$ cat src/rtl/brnpc_pkg.sv
package brnpc_pkg;
    typedef enum logic [0:0] {
        ST_SEQ   = 1'b0,
        ST_REDIR = 1'b1
    } redir_state_e;
endpackage

$ cat src/rtl/brnpc_target.sv
module brnpc_target #(
    parameter int XLEN = 32,
    parameter int IMMW = 16,
    parameter int SHIFT = 2
) (
    input  logic [XLEN-1:0] npc,
    input  logic [IMMW-1:0] imm,
    output logic [XLEN-1:0] target
);
    logic [XLEN-1:0] imm_ext;
    logic [XLEN-1:0] offset;
    logic [XLEN-1:0] sum;

    always_comb begin
        imm_ext = {{(XLEN-IMMW){imm[IMMW-1]}}, imm};
        offset  = imm_ext << SHIFT;
        sum     = npc + offset;
        target  = {sum[XLEN-1:SHIFT], {SHIFT{1'b0}}};
    end
endmodule

$ cat src/rtl/brnpc_zero.sv
module brnpc_zero #(
    parameter int XLEN = 32
) (
    input  logic [XLEN-1:0] opa,
    input  logic            is_branch,
    output logic            take
);
    always_comb begin
        take = is_branch && (opa == '0);
    end
endmodule

$ cat src/rtl/brnpc_exmem.sv
module brnpc_exmem
    import brnpc_pkg::*;
#(
    parameter int XLEN = 32
) (
    input  logic            clk,
    input  logic            rst_n,
    input  logic            stall,
    input  logic            take_in,
    input  logic [XLEN-1:0] target_in,
    output logic            taken,
    output logic [XLEN-1:0] target
);
    redir_state_e state_q, state_d;
    logic [XLEN-1:0] target_q;

    always_comb begin
        state_d = state_q;
        unique case (state_q)
            ST_SEQ:   if (!stall && take_in)  state_d = ST_REDIR;
            ST_REDIR: if (!stall && !take_in) state_d = ST_SEQ;
            default:  state_d = ST_SEQ;
        endcase
    end

    always_ff @(posedge clk or negedge rst_n) begin
        if (!rst_n) begin
            state_q  <= ST_SEQ;
            target_q <= '0;
        end else if (!stall) begin
            state_q  <= state_d;
            target_q <= target_in;
        end
    end

    always_comb begin
        taken  = (state_q == ST_REDIR);
        target = target_q;
    end


    stall_hold_chk: assert property (@(posedge clk) disable iff (!rst_n)
        stall |=> ($stable(taken) && $stable(target)));


    taken_capture_chk: assert property (@(posedge clk) disable iff (!rst_n)
        !stall |=> (taken == $past(take_in)));
endmodule

$ cat src/rtl/brnpc_unit.sv
module brnpc_unit #(
    parameter int XLEN = 32,
    parameter int IMMW = 16,
    parameter int INSTR_BYTES = 4,
    parameter logic [XLEN-1:0] RESET_PC = '0
) (
    input  logic            clk,
    input  logic            rst_n,
    input  logic            stall,
    input  logic            ex_branch,
    input  logic [XLEN-1:0] ex_npc,
    input  logic [IMMW-1:0] ex_imm,
    input  logic [XLEN-1:0] ex_opa,
    output logic [XLEN-1:0] pc,
    output logic [XLEN-1:0] pc_seq,
    output logic [XLEN-1:0] next_pc,
    output logic            exm_taken,
    output logic [XLEN-1:0] exm_target
);
    localparam int SHIFT = $clog2(INSTR_BYTES);
    localparam logic [XLEN-1:0] STEP = XLEN'(INSTR_BYTES);

    logic [XLEN-1:0] pc_q;
    logic [XLEN-1:0] ex_target;
    logic            ex_take;

    brnpc_target #(.XLEN(XLEN), .IMMW(IMMW), .SHIFT(SHIFT)) u_target (
        .npc    (ex_npc),
        .imm    (ex_imm),
        .target (ex_target)
    );

    brnpc_zero #(.XLEN(XLEN)) u_zero (
        .opa       (ex_opa),
        .is_branch (ex_branch),
        .take      (ex_take)
    );

    brnpc_exmem #(.XLEN(XLEN)) u_exmem (
        .clk       (clk),
        .rst_n     (rst_n),
        .stall     (stall),
        .take_in   (ex_take),
        .target_in (ex_target),
        .taken     (exm_taken),
        .target    (exm_target)
    );

    always_comb begin
        pc_seq = pc_q + STEP;
        if (stall)          next_pc = pc_q;
        else if (exm_taken) next_pc = exm_target;
        else                next_pc = pc_seq;
    end

    always_ff @(posedge clk or negedge rst_n) begin
        if (!rst_n) pc_q <= RESET_PC;
        else        pc_q <= next_pc;
    end

    assign pc = pc_q;


    pc_freeze_chk: assert property (@(posedge clk) disable iff (!rst_n)
        stall |=> $stable(pc));


    pc_redirect_chk: assert property (@(posedge clk) disable iff (!rst_n)
        (!stall && exm_taken) |=> (pc == $past(exm_target)));


    pc_advance_chk: assert property (@(posedge clk) disable iff (!rst_n)
        (!stall && !exm_taken) |=> (pc == $past(pc) + STEP));


    pc_align_chk: assert property (@(posedge clk) disable iff (!rst_n)
        pc[SHIFT-1:0] == '0);
endmodule

$ cat config.mk
export PLATFORM = sky130hd
export DESIGN_NAME = brnpc_unit
export DESIGN_NICKNAME = d
export VERILOG_FILES = /design/src/rtl/brnpc_pkg.sv /design/src/rtl/brnpc_target.sv /design/src/rtl/brnpc_zero.sv /design/src/rtl/brnpc_exmem.sv /design/src/rtl/brnpc_unit.sv
export SDC_FILE = /design/constraint.sdc
export NUM_CORES = 1
export LEC_CHECK = 0
export ABC_AREA = 1
export BUFFER_PORTS_ARGS = -buffer_cell sky130_fd_sc_hd__buf_4
export CAP_MARGIN = 20
export CORE_MARGIN = 2
export CORE_UTILIZATION = 52
export CTS_BUF_LIST = sky130_fd_sc_hd__clkbuf_4 sky130_fd_sc_hd__clkbuf_8
export DETAILED_ROUTE_END_ITERATION = 10
export PLACE_DENSITY = 0.9
export SLEW_MARGIN = 10
export SYNTH_ARGS = -nofsm -noshare
export SYNTH_HDL_FRONTEND = slang
export SYNTH_SLANG_ARGS = --single-unit
export TNS_END_PERCENT = 5
$ cat constraint.sdc
create_clock -name clk -period 2.3 [get_ports clk]
set_input_delay 0.23 -clock clk [delete_from_list [all_inputs] [get_ports clk]]
set_output_delay 0.23 -clock clk [all_outputs]
set_load 0.05 [all_outputs]
; Word-level counts from Yosys, hierarchy flattened
; Cells that the tools add are included.
[word_totals]
wordCells = 17
in_bits = 84
out_inout_bits = 129
ff_bits = 63
[classes]
reduce_logical = 6
bitwise = 1
n_mux = 5
add_sub_neg = 2
[ops]
columns = cell, count
row1 = 2-to-1 mux 32 bit, 2
row2 = "adder 32 x 3 -> 32 bit, second input constant", 1
row3 = adder 32 bit, 1
row4 = zero test 32 bit, 1
row5 = logical AND 1 bit, 3
row6 = zero test 1 bit, 2
row7 = 2-to-1 mux 1 bit, 2
row8 = one-hot mux 1 bit (2 select lines), 1
row9 = inverter 1 bit, 1

; Logic depth before layout (Yosys ltp)
; Gate-level depths: netlist of the first run.
[depth]
ltp_word = 6
depth_mapped = 13
depth_no_buf = 13

; Cells and area by module
; Synthesis of the first run repeated with hierarchy kept, for this count alone.
[unflattened]
hier_cells = 1002
area_unflattened_um2 = 6198.4
[modules_own_cells]
columns = mod, n_inst, area_per_inst_um2, seq_area_each_um2, cells_per_inst
row1 = brnpc_unit, 1, 2521.2, 800.8, 383
row2 = brnpc_target, 1, 2249.7, 0.0, 449
row3 = brnpc_exmem, 1, 1305.0, 825.8, 140
row4 = brnpc_zero, 1, 122.6, 0.0, 30

; Least setup slack after synthesis of the first run
; No wires, ideal clock.
[synth_path]
path_kind = register to output
start = register pc_q[3] (netlist: pc[3])
end = output next_pc[28]
arrival_ps = 2944
stages_incl_launch_ff = 12
path_buffers = 0
setup_slack_ps = -874
required_ps = 2070
cell_sequence = dfrtp_1 > ha_1 > nand2_2 > nor2_4 > nand2_4 > nor2_8 > nand2_4 > nor2_4 > nand2_2 > xor2_1 > nand2_1 > nand2_1
[synth_via]
elab_chain_cells = 3
[synth_lines]
columns = element, line_no
row1 = start: declaration, brnpc_unit.sv:23  ; logic [XLEN-1:0] pc_q;
row2 = start signal: assignment, brnpc_unit.sv:58  ; else pc_q <= next_pc;
row3 = adder 32 x 3 -> 32 bit, brnpc_unit.sv:50  ; pc_seq = pc_q + STEP;
row4 = named net pc_seq[28], brnpc_unit.sv:15  ; output logic [XLEN-1:0] pc_seq,
row5 = 2-to-1 mux 32 bit, brnpc_unit.sv:52  ; else if (exm_taken) next_pc = exm_target;
row6 = 2-to-1 mux 32 bit, brnpc_unit.sv:51  ; if (stall) next_pc = pc_q;
row7 = end: declaration, brnpc_unit.sv:16  ; output logic [XLEN-1:0] next_pc,
; The timed path passes the listed nets, and every way through them passes these cells.

; Worst setup path after layout of the first run
[layout_path]
start = register pc_q[3] (netlist: pc[3])
end = output next_pc[18]
[layout_via]
elab_chain_cells = 3
[layout_lines]
columns = element, line_no
row1 = adder 32 x 3 -> 32 bit, brnpc_unit.sv:50
row2 = 2-to-1 mux 32 bit, brnpc_unit.sv:52
row3 = 2-to-1 mux 32 bit, brnpc_unit.sv:51
; Every way passes these cells.

==> impl_results.rst, run 1 <==
.. list-table::
   :header-rows: 1

   * - Metric
     - Value
   * - Count of unique library cells instantiated by Yosys
     - 36
   * - CP max FO
     - 4
   * - Post-synthesis register bit count
     - 63
   * - Routed len/inst
     - about 16 µm
   * - Overflow after GRT
     - 0
   * - Synthesized instance count
     - between 800 and 900
   * - Number of rows in the core area
     - 37
   * - Clock transition at path regs
     - ~0.08 ns
   * - DRC Markers
     - 0
   * - Synth Cell Area
     - roughly 5600 µm²
   * - Synth area leader
     - dfrtp_1
   * - Minimum period implied by the final worst setup slack
     - 2.43 ns
   * - Deepest clock path buffer count
     - 2
   * - Clk root buf
     - clkbuf_8
   * - Synth warnings
     - 0
   * - Final Setup Violations
     - 20
   * - Max Clock Freq
     - approximately 410 MHz
   * - X dimension of the die
     - between 100 and 150 µm
   * - Total Routed Length
     - 20200 µm
   * - Number of nets in the final layout
     - about 1.2k
   * - TritonRoute pass-1 iters
     - 5
   * - Clock Sink Count
     - 63
   * - Leading cell type in the layout, fill and taps excluded
     - nand2_1
   * - Commonest cells after routing, fill and taps aside
     - 320 x nand2_1, 212 x buf_4, 151 x inv_1, 66 x nand3_1, 64 x nor2_1
   * - Final worst-path cycle share
     - 106%
   * - DIE AREA
     - approximately 12000 µm²
   * - Via count of the first global-routing pass
     - 6057
   * - Share of the yosys chip area belonging to registers
     - 28.0%
   * - Fin Hold WS
     - -0.0238 ns
   * - Placer congestion estimate
     - 0.962
   * - Final sum of negative setup slack
     - -1.19 ns
   * - Top-Level Pins
     - 213
   * - Final antenna-violating net count
     - 0
   * - Number of H-tree branching levels
     - 3
   * - Number of cells on the worst reg-to-reg path
     - 12
   * - Pin count of the biggest net entering global routing
     - 64
   * - Cell count after placement
     - between 1k and 1.5k
   * - Total power after layout
     - 0.00588 W
   * - Ratio of total power to cell area
     - 721 nW/µm²
   * - Kind of capture point of the worst setup path
     - output port
   * - Clock tree from TritonCTS
     - done
   * - Worst setup path class
     - reg -> out
   * - Violated checks
     - hold timing, setup timing
   * - Layout cells sized above 1
     - 29.7%
   * - Die height
     - 108 µm
   * - Main area contributors after synthesis
     - dfrtp_1 28%, nand2_1 22%, inv_1 10%
   * - Max-slew violation count
     - 0
   * - Final worst clock skew
     - 0.0133 ns
   * - Area fraction of the dominant cell type after synthesis
     - 28.0%
   * - Clk_lat worst skew
     - 0.34 ns
   * - Area growth from synthesis to layout
     - 45.0%
   * - Post-synthesis average cell area
     - roughly 6.3 µm²
   * - Starting DRT DRC Count
     - about 570
   * - Slew @ Worst Pin
     - 0.836 ns
   * - Initial standard-cell utilization of the core
     - 54.0%
   * - Non-Filler Instances
     - ~1.3k
   * - Max-cap check violation count
     - 0
   * - Peak supply drop
     - approximately 950 µV
   * - Number of vias per cell after detailed routing
     - 5.34
   * - Crit path required time
     - about 2.1 ns
   * - RSZ-0062 raised after global routing
     - true
   * - Terminus of the critical flop-to-flop path
     - pc[20]
   * - Vias after detailed routing
     - 6727
   * - Data arrival time of the critical path
     - 2.20 ns
   * - Number of I/O port buffers
     - 208
   * - Number of diodes
     - 0
   * - Setup slack of the worst register-to-register path
     - approximately 0.46 ns
   * - Global-route wire length before repair
     - 30300 µm
   * - CP startpoint kind
     - register
   * - Dpl hpwl
     - 15400 µm
   * - Worst min path class
     - in -> async
   * - Total clock buffers created by CTS
     - 9
   * - Placement-stage worst setup slack
     - 0.201 ns
   * - Antenna violations before repair
     - 0
   * - Tightest slew margin relative to the limit
     - 44.3%
   * - Final setup margin
     - -0.132 ns
   * - Result of the run
     - complete, but fails checks
   * - Critical R2R Launch
     - pc[3]
   * - Overall track demand over capacity in global routing
     - 33.4%
   * - Cell leakage power
     - between 4 and 5 nW
   * - Core footprint
     - about 10000 µm²
   * - Number of hold violations in the final report
     - 22
==> repair_timing <==
action                                  4_1_cts  5_1_grt
setup buffers                                 5        5
hold buffers                                  0        0
endpoints found under the setup margin       21       34
pin swaps                                     2       12
cloned                                        0        0
resized for setup                            17       32
==> final cells by class <==
class / count / area [µm²]
clock buffer: 13 / 166
clock inverter: 3 / 65.1
fill: 782 / 2250
inverter: 154 / 578
multi-input combinational: 663 / 3800
sequential: 63 / 1600
tap: 136 / 170
timing repair buffer: 227 / 1780
==> critical path: stages (launching register included) <==
cell      delay, ns
dfrtp_2        0.42
ha_4           0.17
nand2_4        0.05
nor2_4         0.12
nand2_4        0.09
nor2_8         0.12
nand2_4        0.10
xor2_1         0.17
o211ai_1       0.33
buf_4          0.27
==> per-stage QoR <==
stage	util, %	area (µm²)
detailed placement	73.5	7660
global route	78.4	8160
floorplan	-	5940
global placement	73.5	7660
CTS	76.8	8000
finish	78.4	8160
==> registers in the layout, summed over array words and instances (netlist names), named ones only <==
register / flops
u_exmem.target: 30
pc: 32
==> per-layer routing <==
layer / vias up / routed length, µm / global-route usage [%]
li1: 3250 / - / -
met1: 3076 / 8270 / 43.6
met2: 348 / 9770 / 57.0
met3: 53 / 1540 / 5.12
met4: 0 / 628 / 10.7
met5: - / 0 / 0
==> Yosys cell counts (all sizes together) <==
cell and number:
nand3b 3, a21o 1, conb 1, o221ai 7, and2 2, nand3 75
a21oi 26, o211ai 7, nand4 11, nor2 76, o22ai 4, xnor2 9
clkbuf 14, nor3 8, ha 30, inv 153, nor4 8, buf 5
clkinv 1, xor2 19, o21bai 5, nand2 338, fa 1, or2 5
o21ai 26, dfrtp 63
==> logic make-up (layout without fill, tap and decap cells) <==
| kind of cell | after synthesis | after routing | synth area share (%) |
|---|---|---|---|
| buffers and inverters | 173 | 397 | 11.8 |
| other | 1 | 2 | 0.0666 |
| XOR/XNOR | 28 | 28 | 4.62 |
| AND/OR/NAND/NOR | 526 | 526 | 40.6 |
| adder cells (fa/ha/maj) | 31 | 31 | 7.03 |
| flip-flops | 63 | 63 | 28.0 |
| AO/OA/AOI/OAI | 76 | 76 | 7.89 |
==> power breakdown <==
| part | switching [W] | internal (W) |
|---|---|---|
| clock | 0.000446 | 0.000693 |
| combinational | 0.00226 | 0.000971 |
| sequential | 0.000226 | 0.00129 |
| total | 0.00293 | 0.00295 |
==> worst max path at each step <==
| stage | startpoint | endpoint | slack, ns | cells past startpoint |
|---|---|---|---|---|
| after floorplan | pc[22] | next_pc[23] | -0.24 | 8 |
| after global placement | pc[6] | next_pc[29] | 0.25 | 9 |
| after detailed placement | ex_npc[2] | u_exmem.target[22] | 0.20 | 14 |
| after CTS | pc[2] | next_pc[20] | -0.09 | 12 |
| after global routing | pc[7] | next_pc[29] | -0.19 | 9 |
| final | pc[3] | next_pc[18] | -0.13 | 9 |
Power figures use the tool's default switching activity.
==> run 2, diff against run 1 <==
--- a/config.mk
+++ b/config.mk
@@ -12,7 +12,7 @@
 export CORE_UTILIZATION = 52
 export CTS_BUF_LIST = sky130_fd_sc_hd__clkbuf_4 sky130_fd_sc_hd__clkbuf_8
 export DETAILED_ROUTE_END_ITERATION = 10
-export PLACE_DENSITY = 0.9
+export PLACE_DENSITY = 0.82
 export SLEW_MARGIN = 10
 export SYNTH_ARGS = -nofsm -noshare
 export SYNTH_HDL_FRONTEND = slang
==> impl_results.rst, run 2 (same netlist as run 1, synthesis figures left out) <==
.. list-table::
   :header-rows: 1

   * - Metric
     - Value
   * - CP max FO
     - 4 (unchanged)
   * - Number of vias per cell after detailed routing
     - 5.29 (-0.92%)
   * - Routed len/inst
     - 15.3 µm (-4.5%)
   * - Sequential cell area
     - 1600 µm² (unchanged)
   * - Clock tree from TritonCTS
     - done
   * - Largest stage delay, worst path
     - 0.39 ns (-0.03 ns)
   * - X dimension of the die
     - 108 µm (unchanged)
   * - Via count of the first global-routing pass
     - 5969 (-1.5%)
   * - DIE AREA
     - 11700 µm² (unchanged)
   * - Number of H-tree branching levels
     - 3 (unchanged)
   * - Starting DRT DRC Count
     - 497 (-12%)
   * - Number of diodes
     - 0 (unchanged)
   * - Crit-path slowest cell
     - dfrtp_2
   * - Total clock buffers created by CTS
     - 9 (unchanged)
   * - Minimum period implied by the final worst setup slack
     - 2.39 ns (-0.0432 ns)
   * - Final Setup Violations
     - 17 (-15%)
   * - Internal portion of total power
     - 0.00303 W (+2.7%)
   * - Global-route wire length before repair
     - 30000 µm (-1.2%)
   * - Dpl hpwl
     - 15100 µm (-2.2%)
   * - Tightest slew margin relative to the limit
     - 44.7% (+0.45 points)
   * - Leading cell type in the layout, fill and taps excluded
     - nand2_1
   * - Clk root buf
     - clkbuf_8
   * - Pin count of the biggest net entering global routing
     - 64 (unchanged)
   * - Kind of capture point of the worst setup path
     - output port
   * - Clock network fraction of design power
     - 20.8% (+1.4 points)
   * - Area growth from synthesis to layout
     - 46.0%
   * - Max-cap check violation count
     - 0 (unchanged)
   * - Final worst clock skew
     - 0.0150 ns (+0.00167 ns)
   * - Cell-by-cell trace of the critical path
     - nand2_1 -> inv_1 -> nand3_2 -> nor2_8 -> nand2_4 -> nor2_8 -> nand2_4 -> xor2_4 -> nand2_2 -> nand2_4 -> buf_8
   * - Area of the multi-input gates
     - 3830 µm² (+0.79%)
   * - Clk_lat worst skew
     - 0.35 ns (about the same)
   * - Clock transition at path regs
     - 0.08 ns (about the same)
   * - Deepest clock path buffer count
     - 2 (unchanged)
   * - Overflow after GRT
     - 0 (unchanged)
   * - Worst setup path class
     - reg -> out
   * - Final antenna-violating net count
     - 0 (unchanged)
   * - Total of fill cells in the finished design
     - 782 (unchanged)
   * - Die height
     - 108 µm (unchanged)
   * - Number of I/O port buffers
     - 208 (unchanged)
   * - Final setup margin
     - -0.0891 ns (+0.0432 ns)
   * - Share of power burned in registers
     - 24.9% (-0.9 points)
   * - Result of the run
     - complete, but fails checks
   * - DRC Markers
     - 0 (unchanged)
   * - Top-Level Pins
     - 213 (unchanged)
   * - Worst min path class
     - in -> reg
   * - TritonRoute pass-1 iters
     - 5 (unchanged)
   * - Peak supply drop
     - 887 µV (-6.6%)
   * - Core footprint
     - 10400 µm² (unchanged)
   * - RSZ-0062 raised after global routing
     - true
   * - Number of rows in the core area
     - 37 (unchanged)
   * - Post-route cell area
     - 8220 µm² (+0.66%)
   * - Layout cells sized above 1
     - 29.9% (+0.12 points)
   * - Placement-stage worst setup slack
     - 0.190 ns (-0.0113 ns)
   * - Commonest cells after routing, fill and taps aside
     - 317 x nand2_1, 211 x buf_4, 150 x inv_1, 67 x nand3_1, 65 x nor2_1
   * - Data arrival time of the critical path
     - 2.16 ns (-0.04 ns)
   * - Number of flip-flops in the largest register
     - 32 (unchanged)
   * - Clock Sink Count
     - 63 (unchanged)
   * - Number of hold violations in the final report
     - 0 (-100%)
   * - Most frequent cell on the critical path
     - nand2_4
   * - Placer congestion estimate
     - 0.996 (+3.6%)
   * - Initial standard-cell utilization of the core
     - 54.0% (unchanged)
   * - Ratio of total power to cell area
     - 731 nW/µm² (+1.4%)
   * - Final worst-path cycle share
     - 104% (-1.9 points)
   * - Cell leakage power
     - 4.62 nW (+1.3%)
   * - Switching share of power
     - 49.5% (-0.30 points)
   * - P_sw
     - 0.00297 W (+1.5%)
   * - Antenna violations before repair
     - 0 (unchanged)
   * - Combinational Power Share
     - 54.3% (-0.6 points)
   * - CP startpoint kind
     - register
   * - Violated checks
     - setup timing
   * - Post-detailed-placement cell area
     - 7650 µm² (about the same)
   * - Max Clock Freq
     - 419 MHz (+1.8%)
   * - Max-slew violation count
     - 0 (unchanged)
   * - Crit path required time
     - 2.07 ns (about the same)
   * - Slew @ Worst Pin
     - 0.829 ns (-0.00674 ns)
   * - Vias after detailed routing
     - 6660 (-1.0%)
   * - Number of nets in the final layout
     - 1232 (-0.081%)
   * - Overall track demand over capacity in global routing
     - 32.7% (-0.75 points)
   * - Total Routed Length
     - 19300 µm (-4.6%)
-- run 2: final timing paths --
path | end | startpoint | slack [ns] | cells past startpoint
max | next_pc[26] | pc[11] | -0.09 | 11
min | register | ex_branch | 0.11 | 3
max reg2reg | pc[24] | pc[11] | 0.54 | 10
min reg2reg | u_exmem.target[20] | u_exmem.target[20] | 0.51 | 2
max in group asynchronous | pc[23] | rst_n | 1.18 | 2
min in group asynchronous | pc[6] | rst_n | 0.50 | 2
-- run 2: stage by stage --
| step | instances | power [W] | utilization (%) | hold slack (ns) | TNS (ns) |
|---|---|---|---|---|---|
| detailed placement | 1232 | 0.00460 | 73.4 | 0.372 | 0 |
| finish | 1258 | 0.00600 | 78.9 | 0.109 | -0.765 |
| global route | 1258 | 0.00625 | 78.9 | 0.106 | -3.22 |
| CTS | 1254 | 0.00592 | 77.6 | 0.103 | -0.597 |
| global placement | 1232 | 0.00456 | 73.4 | 0.372 | 0 |
| floorplan | 899 | 0.00361 | - | -0.0656 | -4.27 |
-- run 2: critical path, delay by kind of cell, from the launching register on --
family	cells	cell delay, ns
xor gates and xnor gates	1	0.17
DFF	1	0.39
and+or+nand+nor	8	0.95
buffers and inverters	2	0.28
-- run 2: layout make-up --
type                       count  share of cell area (%)
clock inverter                 6                    1.40
clock buffer                  10                    1.68
inverter                     154                    7.04
timing repair buffer         226                    21.7
tap                          136                    2.07
sequential                    63                    19.5
multi-input combinational    663                    46.6
-- run 2: routing by layer --
layer | up-vias | track usage (%) | share of wire [%]
met5 | - | 0 | 0
met4 | 0 | 13.6 | 3.8
met3 | 55 | 5.61 | 7.8
met2 | 314 | 53.5 | 47
met1 | 3044 | 42.8 | 41
li1 | 3247 | - | -
-- run 2: power by group through the flow --
stage / clock [W] / combinational, W / sequential, W
2_1_floorplan: 0 / 0.00153 / 0.00208
3_3_place_gp: 0 / 0.00305 / 0.00151
3_5_place_dp: 0 / 0.00308 / 0.00152
4_1_cts: 0.00125 / 0.00319 / 0.00149
5_1_grt: 0.00130 / 0.00344 / 0.00152
6_report: 0.00125 / 0.00326 / 0.00150
-- run 2: timing repair --
| item | 4_1_cts | 5_1_grt |
|---|---|---|
| resized for setup | 30 | 28 |
| buffers inserted | 5 | 4 |
| endpoints found under the hold margin | 16 | 0 |
| pin swaps | 10 | 13 |
| hold buffers | 1 | 0 |
| setup endpoints to repair | 23 | 35 |
